**src/rtl/sbst_pkg.sv**
```systemverilog
package sbst_pkg;

   typedef enum logic [1:0] {
      ST_IDLE = 2'd0,
      ST_LOAD = 2'd1,
      ST_RUN  = 2'd2,
      ST_DONE = 2'd3
   } sbst_state_e;

   typedef enum logic [1:0] {
      OP_LOAD = 2'd0,
      OP_RUN  = 2'd1,
      OP_STAT = 2'd2,
      OP_SIG  = 2'd3
   } sbst_op_e;

   localparam int OP_W = 2;

endpackage

```
**src/rtl/sbst_cmd_shift.sv**
```systemverilog
module sbst_cmd_shift #(
   parameter int FRAME_W = 34
) (
   input  logic               clk,
   input  logic               rst_n,
   input  logic               shift_en,
   input  logic               tdi,
   output logic [FRAME_W-1:0] frame
);

   always_ff @(posedge clk or negedge rst_n) begin
      if (!rst_n)
         frame <= '0;
      else if (shift_en)
         frame <= {tdi, frame[FRAME_W-1:1]};
   end

endmodule

```
**src/rtl/sbst_readout.sv**
```systemverilog
module sbst_readout #(
   parameter int W = 16
) (
   input  logic         clk,
   input  logic         rst_n,
   input  logic         load,
   input  logic [W-1:0] word,
   input  logic         shift_en,
   output logic         tdo
);

   logic [W-1:0] out_sr;

   always_ff @(posedge clk or negedge rst_n) begin
      if (!rst_n)
         out_sr <= '0;
      else if (load)
         out_sr <= word;
      else if (shift_en)
         out_sr <= {1'b0, out_sr[W-1:1]};
   end

   assign tdo = out_sr[0];

endmodule

```
**src/rtl/sbst_misr.sv**
```systemverilog
module sbst_misr #(
   parameter int         W    = 16,
   parameter logic [W-1:0] POLY = 16'h1021
) (
   input  logic         clk,
   input  logic         rst_n,
   input  logic         clr,
   input  logic         step,
   input  logic [W-1:0] din,
   output logic [W-1:0] sig
);

   logic [W-1:0] fb;
   logic [W-1:0] nxt;

   always_comb begin
      fb  = sig[W-1] ? POLY : '0;
      nxt = {sig[W-2:0], 1'b0} ^ fb ^ din;
   end

   always_ff @(posedge clk or negedge rst_n) begin
      if (!rst_n)
         sig <= '0;
      else if (clr)
         sig <= '0;
      else if (step)
         sig <= nxt;
   end

endmodule

```
**src/rtl/sbst_ctrl.sv**
```systemverilog
module sbst_ctrl
   import sbst_pkg::*;
#(
   parameter int          ADDR_W   = 16,
   parameter int          DATA_W   = 16,
   parameter logic [DATA_W-1:0] END_MARK = 16'hA5C3,
   parameter bit          DBG_EN   = 1'b1
) (
   input  logic              clk,
   input  logic              rst_n,
   input  logic              upd,
   input  sbst_op_e          op,
   input  logic [ADDR_W-1:0] f_addr,
   input  logic [DATA_W-1:0] f_data,
   input  logic              res_we,
   input  logic [DATA_W-1:0] res_data,
   input  logic              irq_ack,
   input  logic              dbg_ack,
   input  logic              bus_valid,
   input  logic [ADDR_W-1:0] bus_addr,
   output sbst_state_e       state,
   output logic              loaded,
   output logic              err,
   output logic              irq,
   output logic              dbg_irq,
   output logic              misr_clr,
   output logic              misr_step,
   output logic [ADDR_W-1:0] ld_addr,
   output logic [DATA_W-1:0] ld_data
);

   logic run_ok;
   logic load_ok;

   assign run_ok    = upd && (op == OP_RUN) && (state != ST_RUN) && loaded;
   assign load_ok   = upd && (op == OP_LOAD) && (state != ST_RUN);
   assign misr_clr  = run_ok;
   assign misr_step = (state == ST_RUN) && res_we;

   always_ff @(posedge clk or negedge rst_n) begin
      if (!rst_n) begin
         state   <= ST_IDLE;
         loaded  <= 1'b0;
         err     <= 1'b0;
         irq     <= 1'b0;
         ld_addr <= '0;
         ld_data <= '0;
      end else begin
         if (state == ST_LOAD)
            state <= ST_IDLE;
         if (irq_ack)
            irq <= 1'b0;
         if (load_ok) begin
            state   <= ST_LOAD;
            ld_addr <= f_addr;
            ld_data <= f_data;
            loaded  <= 1'b1;
         end
         if (upd && (op == OP_RUN) && (state != ST_RUN)) begin
            if (loaded) begin
               state <= ST_RUN;
               irq   <= 1'b1;
               err   <= 1'b0;
            end else begin
               err   <= 1'b1;
            end
         end
         if (misr_step && (res_data == END_MARK))
            state <= ST_DONE;
      end
   end

   generate
      if (DBG_EN) begin : g_dbg
         logic              armed;
         logic [ADDR_W-1:0] match;
         always_ff @(posedge clk or negedge rst_n) begin
            if (!rst_n) begin
               armed   <= 1'b0;
               match   <= '0;
               dbg_irq <= 1'b0;
            end else begin
               if (dbg_ack)
                  dbg_irq <= 1'b0;
               if (armed && bus_valid && (bus_addr == match)) begin
                  dbg_irq <= 1'b1;
                  armed   <= 1'b0;
               end
               if (run_ok) begin
                  armed <= f_data[0];
                  match <= f_addr;
               end
            end
         end
      end else begin : g_nodbg
         assign dbg_irq = 1'b0;
      end
   endgenerate

endmodule

```
**src/rtl/sbst_mgr.sv**
```systemverilog
module sbst_mgr
   import sbst_pkg::*;
#(
   parameter int                ADDR_W   = 16,
   parameter int                DATA_W   = 16,
   parameter logic [DATA_W-1:0] POLY     = 16'h1021,
   parameter logic [DATA_W-1:0] END_MARK = 16'hA5C3,
   parameter bit                DBG_EN   = 1'b1
) (
   input  logic              clk,
   input  logic              rst_n,
   input  logic              tdi,
   input  logic              shift_en,
   input  logic              update_en,
   output logic              tdo,
   output logic              mem_grant,
   output logic              mem_we,
   output logic [ADDR_W-1:0] mem_addr,
   output logic [DATA_W-1:0] mem_wdata,
   output logic              irq,
   input  logic              irq_ack,
   input  logic              res_we,
   input  logic [DATA_W-1:0] res_data,
   input  logic              bus_valid,
   input  logic [ADDR_W-1:0] bus_addr,
   output logic              dbg_irq,
   input  logic              dbg_ack
);

   localparam int FRAME_W  = OP_W + ADDR_W + DATA_W;
   localparam int ADDR_LSB = OP_W;
   localparam int DATA_LSB = OP_W + ADDR_W;

   if (DATA_W < 4) begin : g_chk_w
      $error("sbst_mgr: DATA_W must hold the status word");
   end
   if (ADDR_W < 1) begin : g_chk_a
      $error("sbst_mgr: ADDR_W must be positive");
   end
   if (POLY[0] != 1'b1) begin : g_chk_p
      $error("sbst_mgr: feedback polynomial needs a constant term");
   end

   logic [FRAME_W-1:0] frame;
   sbst_op_e           op;
   sbst_state_e        state;
   logic               loaded;
   logic               err;
   logic               misr_clr;
   logic               misr_step;
   logic [DATA_W-1:0]  sig;
   logic [DATA_W-1:0]  status_w;
   logic [DATA_W-1:0]  rd_word;
   logic               rd_load;

   sbst_cmd_shift #(.FRAME_W(FRAME_W)) i_cmd (
      .clk      (clk),
      .rst_n    (rst_n),
      .shift_en (shift_en),
      .tdi      (tdi),
      .frame    (frame)
   );

   assign op = sbst_op_e'(frame[OP_W-1:0]);

   sbst_ctrl #(
      .ADDR_W   (ADDR_W),
      .DATA_W   (DATA_W),
      .END_MARK (END_MARK),
      .DBG_EN   (DBG_EN)
   ) i_ctrl (
      .clk       (clk),
      .rst_n     (rst_n),
      .upd       (update_en),
      .op        (op),
      .f_addr    (frame[ADDR_LSB +: ADDR_W]),
      .f_data    (frame[DATA_LSB +: DATA_W]),
      .res_we    (res_we),
      .res_data  (res_data),
      .irq_ack   (irq_ack),
      .dbg_ack   (dbg_ack),
      .bus_valid (bus_valid),
      .bus_addr  (bus_addr),
      .state     (state),
      .loaded    (loaded),
      .err       (err),
      .irq       (irq),
      .dbg_irq   (dbg_irq),
      .misr_clr  (misr_clr),
      .misr_step (misr_step),
      .ld_addr   (mem_addr),
      .ld_data   (mem_wdata)
   );

   sbst_misr #(.W(DATA_W), .POLY(POLY)) i_misr (
      .clk   (clk),
      .rst_n (rst_n),
      .clr   (misr_clr),
      .step  (misr_step),
      .din   (res_data),
      .sig   (sig)
   );

   always_comb begin
      status_w       = '0;
      status_w[1:0]  = state;
      status_w[2]    = err;
      status_w[3]    = loaded;
   end

   assign rd_load = update_en && ((op == OP_STAT) || (op == OP_SIG));
   assign rd_word = (op == OP_SIG) ? sig : status_w;

   sbst_readout #(.W(DATA_W)) i_rd (
      .clk      (clk),
      .rst_n    (rst_n),
      .load     (rd_load),
      .word     (rd_word),
      .shift_en (shift_en),
      .tdo      (tdo)
   );

   assign mem_grant = (state == ST_LOAD);
   assign mem_we    = (state == ST_LOAD);

endmodule

```
**config.mk**
```make
export PLATFORM = sky130hd
export DESIGN_NAME = sbst_mgr
export DESIGN_NICKNAME = d
export VERILOG_FILES = /design/src/rtl/sbst_pkg.sv /design/src/rtl/sbst_cmd_shift.sv /design/src/rtl/sbst_readout.sv /design/src/rtl/sbst_misr.sv /design/src/rtl/sbst_ctrl.sv /design/src/rtl/sbst_mgr.sv
export SDC_FILE = /design/constraint.sdc
export NUM_CORES = 1
export LEC_CHECK = 0
export CAP_MARGIN = 10
export CELL_PAD_IN_SITES_DETAIL_PLACEMENT = 1
export CELL_PAD_IN_SITES_GLOBAL_PLACEMENT = 2
export CORE_ASPECT_RATIO = 0.8
export CORE_MARGIN = 3
export CORE_UTILIZATION = 37
export CTS_BUF_LIST = sky130_fd_sc_hd__clkbuf_8 sky130_fd_sc_hd__clkbuf_16
export DETAILED_ROUTE_END_ITERATION = 16
export GPL_TIMING_DRIVEN = 0
export PLACE_DENSITY_LB_ADDON = 0.1
export RECOVER_POWER = 100
export SLEW_MARGIN = 0
export SYNTH_ARGS = -nofsm -noshare
export SYNTH_HDL_FRONTEND = slang
export SYNTH_SLANG_ARGS = --single-unit
```
**constraint.sdc**
```tcl
create_clock -name clk -period 1.8 [get_ports clk]
set_input_delay 0.18 -clock clk [delete_from_list [all_inputs] [get_ports clk]]
set_output_delay 0.18 -clock clk [all_outputs]
set_load 0.01 [all_outputs]
```
==> results of run 1 <==
==> state kept, by name, summed over array words and instances (netlist names) <==
signal and cells:
i_ctrl.ld_data 16, i_ctrl.err 1, i_misr.sig 16, i_ctrl.loaded 1, i_ctrl.irq 1, i_cmd.frame 34
i_ctrl.g_dbg.armed 1, i_ctrl.ld_addr 16, i_ctrl.state 2, i_rd.out_sr 16, i_ctrl.dbg_irq 1, i_ctrl.g_dbg.match 16
==> final cells by class <==
cell class / count / share of cell area (%)
multi-input combinational: 264 / 29.2
timing repair buffer: 79 / 11.6
sequential: 121 / 44.6
buffer: 26 / 2.10
tap: 180 / 3.32
clock buffer: 17 / 6.27
clock inverter: 15 / 2.64
inverter: 4 / 0.221
==> critical path, stage by stage, from the launching register on <==
cell,delay (ns)
sky130_fd_sc_hd__dfrtp_1,0.43
sky130_fd_sc_hd__inv_2,0.13
sky130_fd_sc_hd__o211a_4,0.20
sky130_fd_sc_hd__nor2b_4,0.14
sky130_fd_sc_hd__buf_6,0.16
sky130_fd_sc_hd__buf_6,0.19
sky130_fd_sc_hd__mux2_1,0.34
==> stage by stage <==
step | instances | util (%) | hold slack [ns]
2_1_floorplan | 415 | - | -0.116
3_3_place_gp | 671 | 45.5 | 0.483
3_5_place_dp | 672 | 45.7 | 0.0852
4_1_cts | 706 | 50.3 | 0.207
5_1_grt | 706 | 49.5 | 0.250
6_report | 706 | 49.5 | 0.222
==> cells by family after synthesis <==
group,count (synthesis),share of synthesized area (%)
flops,121,57.8
mux,83,19.3
simple gates,93,7.97
xor+xnor,34,5.68
buf+inv,30,3.03
compound gates,54,6.21
==> path summary, 6_finish.rpt <==
kind,start,to,depth (start not counted)
max,i_ctrl.state[1],i_ctrl.ld_addr[7],6
min,shift_en,i_cmd.frame[33],2
max reg2reg,i_ctrl.state[1],i_ctrl.ld_addr[7],6
min reg2reg,i_ctrl.ld_data[2],i_ctrl.ld_data[2],1
max in group asynchronous,rst_n,i_ctrl.ld_data[14],3
min in group asynchronous,rst_n,i_rd.out_sr[7],2
==> layer usage <==
layer,vias up,GRT usage [%]
li1,1633,-
met1,1781,24.2
met2,50,25.3
met3,15,4.81
met4,0,6.58
met5,-,0
==> power by group through the flow <==
stage,Clock (mW),Sequential [mW],Combinational [mW]
after global placement,0,4.16,2.22
final,3.45,4.10,1.94
after global routing,3.69,4.22,2.14
after detailed placement,0,4.18,2.27
after CTS,3.54,4.15,2.31
after floorplan,0,4.10,1.23
==> synthesized netlist by cell type (2+ instances only) <==
| cell | instances | area (sq um) |
|---|---|---|
| sky130_fd_sc_hd__dfrtp_1 | 121 | 3030 |
| sky130_fd_sc_hd__nand2_1 | 55 | 206 |
| sky130_fd_sc_hd__mux2_2 | 38 | 428 |
| sky130_fd_sc_hd__a21oi_1 | 27 | 135 |
| sky130_fd_sc_hd__mux2_4 | 27 | 405 |
| sky130_fd_sc_hd__xnor2_1 | 22 | 193 |
| sky130_fd_sc_hd__a211oi_1 | 18 | 135 |
| sky130_fd_sc_hd__mux2i_1 | 18 | 180 |
| sky130_fd_sc_hd__nor2_1 | 18 | 67.6 |
| sky130_fd_sc_hd__xor2_1 | 12 | 105 |
| sky130_fd_sc_hd__buf_2 | 9 | 45.0 |
| sky130_fd_sc_hd__clkbuf_1 | 7 | 26.3 |
| sky130_fd_sc_hd__o21ai_0 | 6 | 30.0 |
| sky130_fd_sc_hd__nor4_1 | 5 | 31.3 |
| sky130_fd_sc_hd__buf_1 | 4 | 15.0 |
| sky130_fd_sc_hd__buf_6 | 4 | 45.0 |
| sky130_fd_sc_hd__inv_1 | 3 | 11.3 |
| sky130_fd_sc_hd__nor2b_1 | 3 | 18.8 |
| sky130_fd_sc_hd__nand3_1 | 2 | 10.0 |
| sky130_fd_sc_hd__nand4_1 | 2 | 12.5 |
| sky130_fd_sc_hd__o31ai_1 | 2 | 15.0 |
==> what timing repair did <==
item / CTS / global route
hold buffers: 1 / 0
setup endpoints to repair: 2 / 19
buffers inserted: 1 / 0
pin swaps: 0 / 0
endpoints found under the hold margin: 30 / 0
resized for setup: 3 / 5
==> impl_results.html, run 1 <==
<table>
<tr><th>Metric</th><th>Value</th></tr>
<tr><th colspan="2">Setup path</th></tr>
<tr><td>Arrival @ worst endpoint</td><td>2.00 ns</td></tr>
<tr><td>Register-to-register path setup slack</td><td>0.09 ns</td></tr>
<tr><td>Startpoint type of the worst setup path</td><td>flip-flop</td></tr>
<tr><td>Classification of the worst setup path</td><td>flip-flop to flip-flop</td></tr>
<tr><td>Endpoint kind of the worst setup timing path</td><td>flip-flop</td></tr>
<tr><td>Critical Path RT</td><td>2.09 ns</td></tr>
<tr><td>Highest fanout seen on the critical path</td><td>10</td></tr>
<tr><th colspan="2">Cells and area</th></tr>
<tr><td>Post-synthesis to final-layout area growth</td><td>29.4%</td></tr>
<tr><td>Commonest cells after routing, fill and taps aside</td><td>sky130_fd_sc_hd__dfrtp_1 (121), sky130_fd_sc_hd__nand2_1 (55), sky130_fd_sc_hd__clkdlybuf4s50_1 (39)</td></tr>
<tr><td>Register Area</td><td>3030 sq um</td></tr>
<tr><td>Footprint of the multi-input gates</td><td>1980 sq um</td></tr>
<tr><td>Finished Cell Area</td><td>6780 sq um</td></tr>
<tr><td># fillers</td><td>1444</td></tr>
<tr><td>Most common cell after layout, fill and taps aside</td><td>sky130_fd_sc_hd__dfrtp_1</td></tr>
<tr><td>Antenna diodes</td><td>0</td></tr>
<tr><td>Total number of nets in the final design</td><td>554</td></tr>
<tr><td>Proportion of layout cells with a drive suffix above 1</td><td>18.1%</td></tr>
<tr><th colspan="2">Synth</th></tr>
<tr><td>Post-synthesis cell area</td><td>5240 sq um</td></tr>
<tr><td>Number of instances in the synthesized netlist</td><td>415</td></tr>
<tr><td>Mean instance size in the synthesized netlist</td><td>12.6 sq um</td></tr>
<tr><td>Post-synthesis sequential area ratio</td><td>57.8%</td></tr>
<tr><td>Fraction of synthesis flops using an asynchronous set or reset pin</td><td>100%</td></tr>
<tr><td>Number of different library cells in the post-synthesis netlist</td><td>33</td></tr>
<tr><td>Number of enable flip-flop cells after synthesis</td><td>0</td></tr>
<tr><td>Number of warning messages in the yosys log</td><td>0</td></tr>
<tr><td>Most used flip-flop cell after synthesis</td><td>sky130_fd_sc_hd__dfrtp_1</td></tr>
<tr><td>Seq cells post-synth</td><td>121</td></tr>
<tr><td>Net Count, Synth</td><td>456</td></tr>
<tr><th colspan="2">Clock tree</th></tr>
<tr><td>CTS sink cnt</td><td>121</td></tr>
<tr><td>Number of H-tree levels</td><td>4</td></tr>
<tr><td>TritonCTS clock tree</td><td>yes</td></tr>
<tr><td>Insertion delay to the later sink of the worst-skew pair</td><td>0.42 ns</td></tr>
<tr><td>Clock tree buffer depth</td><td>2</td></tr>
<tr><td>Clock slew at the register clock pins of the worst setup and hold paths</td><td>0.06 ns</td></tr>
<tr><td>CTS Root Buffer Type</td><td>sky130_fd_sc_hd__clkbuf_16</td></tr>
<tr><td>CTS Buf Count</td><td>17</td></tr>
<tr><th colspan="2">Global route</th></tr>
<tr><td>Maximum number of pins on one net before global-route repair</td><td>92</td></tr>
<tr><td>Residual overflow from global routing</td><td>0</td></tr>
<tr><td>Antenna violations before repair</td><td>0</td></tr>
<tr><td>Via count of the first global-routing pass</td><td>3840</td></tr>
<tr><td>Tot GR Track Use</td><td>17.1%</td></tr>
<tr><td>Global-route wire length before repair</td><td>21.0 mm</td></tr>
<tr><th colspan="2">Power and ir drop</th></tr>
<tr><td>Total power divided by cell area</td><td>1400 nW/um^2</td></tr>
<tr><td>Sw Ratio</td><td>28.0%</td></tr>
<tr><td>Post-layout power</td><td>9.49 mW</td></tr>
<tr><td>P_int</td><td>6.83 mW</td></tr>
<tr><td>Share of power burned in combinational logic</td><td>20.4%</td></tr>
<tr><td>Clock network fraction of total power</td><td>36.4%</td></tr>
<tr><td>Sequential power share</td><td>43.2%</td></tr>
<tr><td>Largest vdd supply drop</td><td>0.000736 V</td></tr>
<tr><td>Leakage power total</td><td>3.12 nW</td></tr>
<tr><td>Net switching power of the design</td><td>2.66 mW</td></tr>
<tr><th colspan="2">STA</th></tr>
<tr><td>RSZ-0062 raised after global routing</td><td>false</td></tr>
<tr><td>Maximum clock frequency</td><td>584 MHz</td></tr>
<tr><td>Setup violators final</td><td>0</td></tr>
<tr><td>Crit path setup slack, layout</td><td>0.0885 ns</td></tr>
<tr><td>Max Slew Vio Count</td><td>0</td></tr>
<tr><td>Tmin final</td><td>1.71 ns</td></tr>
<tr><td>Final Hold Violating Endpoints</td><td>0</td></tr>
<tr><td>Worst clock skew on the final layout</td><td>0.00928 ns</td></tr>
<tr><td>Headroom to the max-slew limit</td><td>45.5%</td></tr>
<tr><td>Pin slew with the least headroom to its limit</td><td>0.817 ns</td></tr>
<tr><td>Setup TNS after final layout</td><td>0 ns</td></tr>
<tr><td>Final Cycle Share</td><td>95.1%</td></tr>
<tr><th colspan="2">Placement</th></tr>
<tr><td>Final Wtd Congestion</td><td>0.760</td></tr>
<tr><td>Number of I/O port buffers</td><td>76</td></tr>
<tr><td>Setup Slack @ Placement</td><td>-0.107 ns</td></tr>
<tr><td>Post-placement cell area</td><td>6260 sq um</td></tr>
<tr><td>Post-DP HPWL</td><td>8.77 mm</td></tr>
<tr><th colspan="2">Drt</th></tr>
<tr><td>Via-to-Cell Ratio</td><td>4.93</td></tr>
<tr><td>Wire length on met1</td><td>6.17 mm</td></tr>
<tr><td>Antenna Violating Nets Remaining</td><td>0</td></tr>
<tr><td>Routed len/inst</td><td>17.7 microns</td></tr>
<tr><td>Pre-Repair DR Iteration Count</td><td>4</td></tr>
<tr><td>Detailed router's first-iteration violation count</td><td>166</td></tr>
<tr><td>Residual DRC</td><td>0</td></tr>
<tr><td>Routed vias</td><td>3479</td></tr>
<tr><td>Met2 wire len</td><td>5.69 mm</td></tr>
<tr><td>Met3 wire len</td><td>476 microns</td></tr>
<tr><td>Highest metal layer with signal wires</td><td>met4</td></tr>
<tr><td>Sum of routed wire length over all layers</td><td>12.5 mm</td></tr>
<tr><th colspan="2">Floorplan</th></tr>
<tr><td>Width of the chip</td><td>139 microns</td></tr>
<tr><td>Core Footprint</td><td>13700 sq um</td></tr>
<tr><td>DIE HEIGHT</td><td>112 microns</td></tr>
<tr><td>Initial Utilization</td><td>38.3%</td></tr>
<tr><td>Top-level I/O count</td><td>78</td></tr>
<tr><td>Number of cell rows</td><td>38</td></tr>
<tr><td>Die footprint</td><td>15600 sq um</td></tr>
<tr><th colspan="2">Min path</th></tr>
<tr><td>Worst hold path type</td><td>input pin to flip-flop</td></tr>
<tr><th colspan="2">Run</th></tr>
<tr><td>Max capacitance violation total</td><td>0</td></tr>
<tr><th colspan="2">Run status</th></tr>
<tr><td>Outcome</td><td>finished, final reports clean</td></tr>
</table>
Note: power is estimated with default switching activity, not from simulation.
==> run 2: changes to the inputs <==
- CORE_ASPECT_RATIO: 0.8 -> 1.25
==> run 2 against run 1 <==
Compared with the run above:
- clock skew decreased by 0.0035 ns
- critical path depth unchanged
- core utilization decreased by 0.38 points
- sequential share of layout area hardly changed
- flip-flop and latch count did not move
- register-to-register slack barely moved
- sequential power hardly changed
- largest power group unchanged
==> impl_results.html, run 2 (synthesized netlist as in run 1, its figures left out) <==
<table>
<tr><th>Metric</th><th>Value</th></tr>
<tr><th colspan="2">Floorplan</th></tr>
<tr><td>Core Footprint</td><td>13800 sq um (was 13700 sq um)</td></tr>
<tr><td>DIE HEIGHT</td><td>139 microns (was 112 microns)</td></tr>
<tr><td>Initial Utilization</td><td>37.9% (was 38.3%)</td></tr>
<tr><td>Die footprint</td><td>15600 sq um (about the same)</td></tr>
<tr><td>Top-level I/O count</td><td>78 (unchanged)</td></tr>
<tr><td>Width of the chip</td><td>112 microns (was 139 microns)</td></tr>
<tr><td>Number of cell rows</td><td>48 (was 38)</td></tr>
<tr><th colspan="2">Power and ir drop</th></tr>
<tr><td>Net switching power of the design</td><td>2.64 mW (was 2.66 mW)</td></tr>
<tr><td>P_int</td><td>6.82 mW (was 6.83 mW)</td></tr>
<tr><td>Sw Ratio</td><td>27.9% (was 28.0%)</td></tr>
<tr><td>Leakage power total</td><td>3.13 nW (was 3.12 nW)</td></tr>
<tr><td>Sequential power share</td><td>43.6% (was 43.2%)</td></tr>
<tr><td>Total power divided by cell area</td><td>1390 nW/um^2 (was 1400 nW/um^2)</td></tr>
<tr><td>Share of power burned in combinational logic</td><td>21.2% (was 20.4%)</td></tr>
<tr><td>Largest vdd supply drop</td><td>0.000735 V (was 0.000736 V)</td></tr>
<tr><td>Clock network fraction of total power</td><td>35.1% (was 36.4%)</td></tr>
<tr><th colspan="2">Drt</th></tr>
<tr><td>Routed vias</td><td>3422 (was 3479)</td></tr>
<tr><td>Detailed router's first-iteration violation count</td><td>132 (was 166)</td></tr>
<tr><td>Routed len/inst</td><td>17.6 microns (was 17.7 microns)</td></tr>
<tr><td>Sum of routed wire length over all layers</td><td>12.3 mm (was 12.5 mm)</td></tr>
<tr><td>Via-to-Cell Ratio</td><td>4.88 (was 4.93)</td></tr>
<tr><td>Residual DRC</td><td>0 (unchanged)</td></tr>
<tr><td>Antenna Violating Nets Remaining</td><td>0 (unchanged)</td></tr>
<tr><td>Pre-Repair DR Iteration Count</td><td>4 (unchanged)</td></tr>
<tr><th colspan="2">Global route</th></tr>
<tr><td>Antenna violations before repair</td><td>0 (unchanged)</td></tr>
<tr><td>Global-route wire length before repair</td><td>20.4 mm (was 21.0 mm)</td></tr>
<tr><td>Tot GR Track Use</td><td>16.9% (was 17.1%)</td></tr>
<tr><td>Met2 Resource Use GR</td><td>29.5% (was 25.3%)</td></tr>
<tr><td>Routing layer with the top usage in global route</td><td>met2 (unchanged)</td></tr>
<tr><td>Residual overflow from global routing</td><td>0 (unchanged)</td></tr>
<tr><td>Via count of the first global-routing pass</td><td>3812 (was 3840)</td></tr>
<tr><td>Met3 capacity usage during global routing</td><td>4.58% (was 4.81%)</td></tr>
<tr><td>Grt met1 use</td><td>19.9% (was 24.2%)</td></tr>
<tr><td>Maximum number of pins on one net before global-route repair</td><td>99 (was 92)</td></tr>
<tr><th colspan="2">Clock tree</th></tr>
<tr><td>TritonCTS clock tree</td><td>yes (unchanged)</td></tr>
<tr><td>Insertion delay to the later sink of the worst-skew pair</td><td>0.42 ns (about the same)</td></tr>
<tr><td>CTS Root Buffer Type</td><td>sky130_fd_sc_hd__clkbuf_16 (unchanged)</td></tr>
<tr><td>Clock slew at the register clock pins of the worst setup and hold paths</td><td>0.05 ns (was 0.06 ns)</td></tr>
<tr><td>Clock tree buffer depth</td><td>2 (unchanged)</td></tr>
<tr><td>CTS sink cnt</td><td>121 (unchanged)</td></tr>
<tr><td>Number of H-tree levels</td><td>4 (unchanged)</td></tr>
<tr><td>CTS Buf Count</td><td>17 (unchanged)</td></tr>
<tr><th colspan="2">STA</th></tr>
<tr><td>Pin slew with the least headroom to its limit</td><td>0.939 ns (was 0.817 ns)</td></tr>
<tr><td>Worst clock skew on the final layout</td><td>0.00577 ns (was 0.00928 ns)</td></tr>
<tr><td>Crit path setup slack, layout</td><td>0.0851 ns (was 0.0885 ns)</td></tr>
<tr><td>Maximum clock frequency</td><td>583 MHz (was 584 MHz)</td></tr>
<tr><td>Setup violators final</td><td>0 (unchanged)</td></tr>
<tr><td>RSZ-0062 raised after global routing</td><td>false (unchanged)</td></tr>
<tr><td>Max Slew Vio Count</td><td>0 (unchanged)</td></tr>
<tr><td>Tmin final</td><td>1.71 ns (about the same)</td></tr>
<tr><td>Headroom to the max-slew limit</td><td>37.4% (was 45.5%)</td></tr>
<tr><td>Final Cycle Share</td><td>95.3% (was 95.1%)</td></tr>
<tr><td>Hold_ws</td><td>0.186 ns (was 0.222 ns)</td></tr>
<tr><td>Final Hold Violating Endpoints</td><td>0 (unchanged)</td></tr>
<tr><th colspan="2">Cells and area</th></tr>
<tr><td>Flip-flop count of the largest register, all copies and words added</td><td>34 (unchanged)</td></tr>
<tr><td>Antenna diodes</td><td>0 (unchanged)</td></tr>
<tr><td>Largest reg by FF count</td><td>i_cmd.frame (unchanged)</td></tr>
<tr><td>Proportion of layout cells with a drive suffix above 1</td><td>19.6% (was 18.1%)</td></tr>
<tr><td>Most common cell after layout, fill and taps aside</td><td>sky130_fd_sc_hd__dfrtp_1 (unchanged)</td></tr>
<tr><td># fillers</td><td>1465 (was 1444)</td></tr>
<tr><td>Total number of nets in the final design</td><td>554 (unchanged)</td></tr>
<tr><td>Commonest cells after routing, fill and taps aside</td><td>sky130_fd_sc_hd__dfrtp_1 (120), sky130_fd_sc_hd__nand2_1 (55), sky130_fd_sc_hd__clkdlybuf4s50_1 (39) (was sky130_fd_sc_hd__dfrtp_1 (121), sky130_fd_sc_hd__nand2_1 (55), sky130_fd_sc_hd__clkdlybuf4s50_1 (39))</td></tr>
<tr><td>Post-synthesis to final-layout area growth</td><td>29.6% (was 29.4%)</td></tr>
<tr><td>Core utilization of the finished layout</td><td>49.2% (was 49.5%)</td></tr>
<tr><td>Finished Cell Area</td><td>6790 sq um (was 6780 sq um)</td></tr>
<tr><th colspan="2">Setup path</th></tr>
<tr><td>Highest fanout seen on the critical path</td><td>10 (unchanged)</td></tr>
<tr><td>Buffers and inverters on the worst path</td><td>3 (unchanged)</td></tr>
<tr><td>Endpoint kind of the worst setup timing path</td><td>flip-flop (unchanged)</td></tr>
<tr><td>Critical Path RT</td><td>2.09 ns (about the same)</td></tr>
<tr><td>Critical path's most frequent cell</td><td>sky130_fd_sc_hd__buf_6 (unchanged)</td></tr>
<tr><td>Cells on worst reg2reg path</td><td>6 (unchanged)</td></tr>
<tr><td>Critical path cell sequence</td><td>inv_2, o211a_4, nor2b_4, buf_6, buf_6, mux2_4 (was inv_2, o211a_4, nor2b_4, buf_6, buf_6, mux2_1)</td></tr>
<tr><td>FF-to-FF End</td><td>i_ctrl.ld_addr[3] (was i_ctrl.ld_addr[7])</td></tr>
<tr><td>Highest-delay cell along the critical path</td><td>sky130_fd_sc_hd__dfrtp_1 (unchanged)</td></tr>
<tr><td>Register-to-register path setup slack</td><td>0.09 ns (about the same)</td></tr>
<tr><td>CP delay by family, top</td><td>buffers and inverters (unchanged)</td></tr>
<tr><td>Startpoint type of the worst setup path</td><td>flip-flop (unchanged)</td></tr>
<tr><td>Startpoint of the worst register-to-register path</td><td>i_ctrl.state[1] (unchanged)</td></tr>
<tr><td>Arrival @ worst endpoint</td><td>2.01 ns (was 2.00 ns)</td></tr>
<tr><td>Maximum cell stage delay along the critical path</td><td>0.43 ns (about the same)</td></tr>
<tr><td>Classification of the worst setup path</td><td>flip-flop to flip-flop (unchanged)</td></tr>
<tr><th colspan="2">Placement</th></tr>
<tr><td>Number of I/O port buffers</td><td>76 (unchanged)</td></tr>
<tr><td>Setup Slack @ Placement</td><td>-0.0909 ns (was -0.107 ns)</td></tr>
<tr><td>Final Wtd Congestion</td><td>0.775 (was 0.760)</td></tr>
<tr><td>Post-placement cell area</td><td>6250 sq um (was 6260 sq um)</td></tr>
<tr><td>Post-DP HPWL</td><td>8.79 mm (was 8.77 mm)</td></tr>
<tr><th colspan="2">Run status</th></tr>
<tr><td>Outcome</td><td>finished, final reports clean (unchanged)</td></tr>
<tr><th colspan="2">Run</th></tr>
<tr><td>Max capacitance violation total</td><td>0 (unchanged)</td></tr>
<tr><th colspan="2">Min path</th></tr>
<tr><td>Worst hold path type</td><td>input pin to asynchronous set/reset pin (was input pin to flip-flop)</td></tr>
</table>
==> run 2: cell count changes in the layout (fill, tap and decap cells not counted), moves of 2 or more <==
cell,before,now
sky130_fd_sc_hd__clkinv_4,5,0
sky130_fd_sc_hd__mux2_4,2,11
sky130_fd_sc_hd__clkbuf_8,0,2
sky130_fd_sc_hd__clkbuf_2,7,5
sky130_fd_sc_hd__buf_6,4,6
sky130_fd_sc_hd__clkinvlp_4,3,5
sky130_fd_sc_hd__mux2_1,25,16
==> run 2: worst max-delay path by stage <==
| stage | start | to | cells after the start |
|---|---|---|---|
| after floorplan | i_ctrl.state[1] | i_ctrl.ld_addr[10] | 6 |
| after global placement | rst_n | i_cmd.frame[30] | 1 |
| after detailed placement | update_en | i_ctrl.ld_addr[11] | 6 |
| after CTS | i_ctrl.state[1] | i_ctrl.ld_addr[9] | 6 |
| after global routing | i_ctrl.state[1] | i_ctrl.g_dbg.match[12] | 7 |
| final | i_ctrl.state[1] | i_ctrl.ld_addr[3] | 6 |
==> run 2: power groups by stage <==
stage	logic (mW)	registers (mW)	clock network, mW
2_1_floorplan	1.23	4.10	0
3_3_place_gp	2.20	4.19	0
3_5_place_dp	2.27	4.23	0
4_1_cts	2.30	4.19	3.41
5_1_grt	2.18	4.26	3.55
6_report	2.01	4.12	3.32
==> run 2: timing repair <==
| item | in CTS | in global routing |
|---|---|---|
| hold buffers | 1 | 0 |
| gates resized for setup | 4 | 5 |
| endpoints found under the hold margin | 23 | 0 |
| buffers inserted | 1 | 0 |
| setup endpoints to repair | 2 | 24 |
==> run 2: per-layer routing <==
metal | wire (microns) | up-vias | share of wire [%]
li1 | - | 1624 | -
met1 | 5120 | 1731 | 42
met2 | 6630 | 54 | 54
met3 | 398 | 13 | 3.2
met4 | 177 | 0 | 1.4
met5 | 0 | - | 0
==> run 2: area by class of cell <==
cell class	count	area, sq um	area share, %
sequential	121	3030	44.6
multi-input combinational	264	2010	29.7
timing repair buffer	79	790	11.6
clock buffer	19	453	6.67
tap	175	219	3.22
buffer	26	141	2.08
clock inverter	13	129	1.90
inverter	4	15.0	0.221
==> run 2: per-stage QoR <==
step	TNS, ns	cells	total power, mW
3_3_place_gp	-514.53	666	6.39
3_5_place_dp	-1.89	667	6.50
2_1_floorplan	0	415	5.33
5_1_grt	0	701	9.99
4_1_cts	0	701	9.89
6_report	0	701	9.46
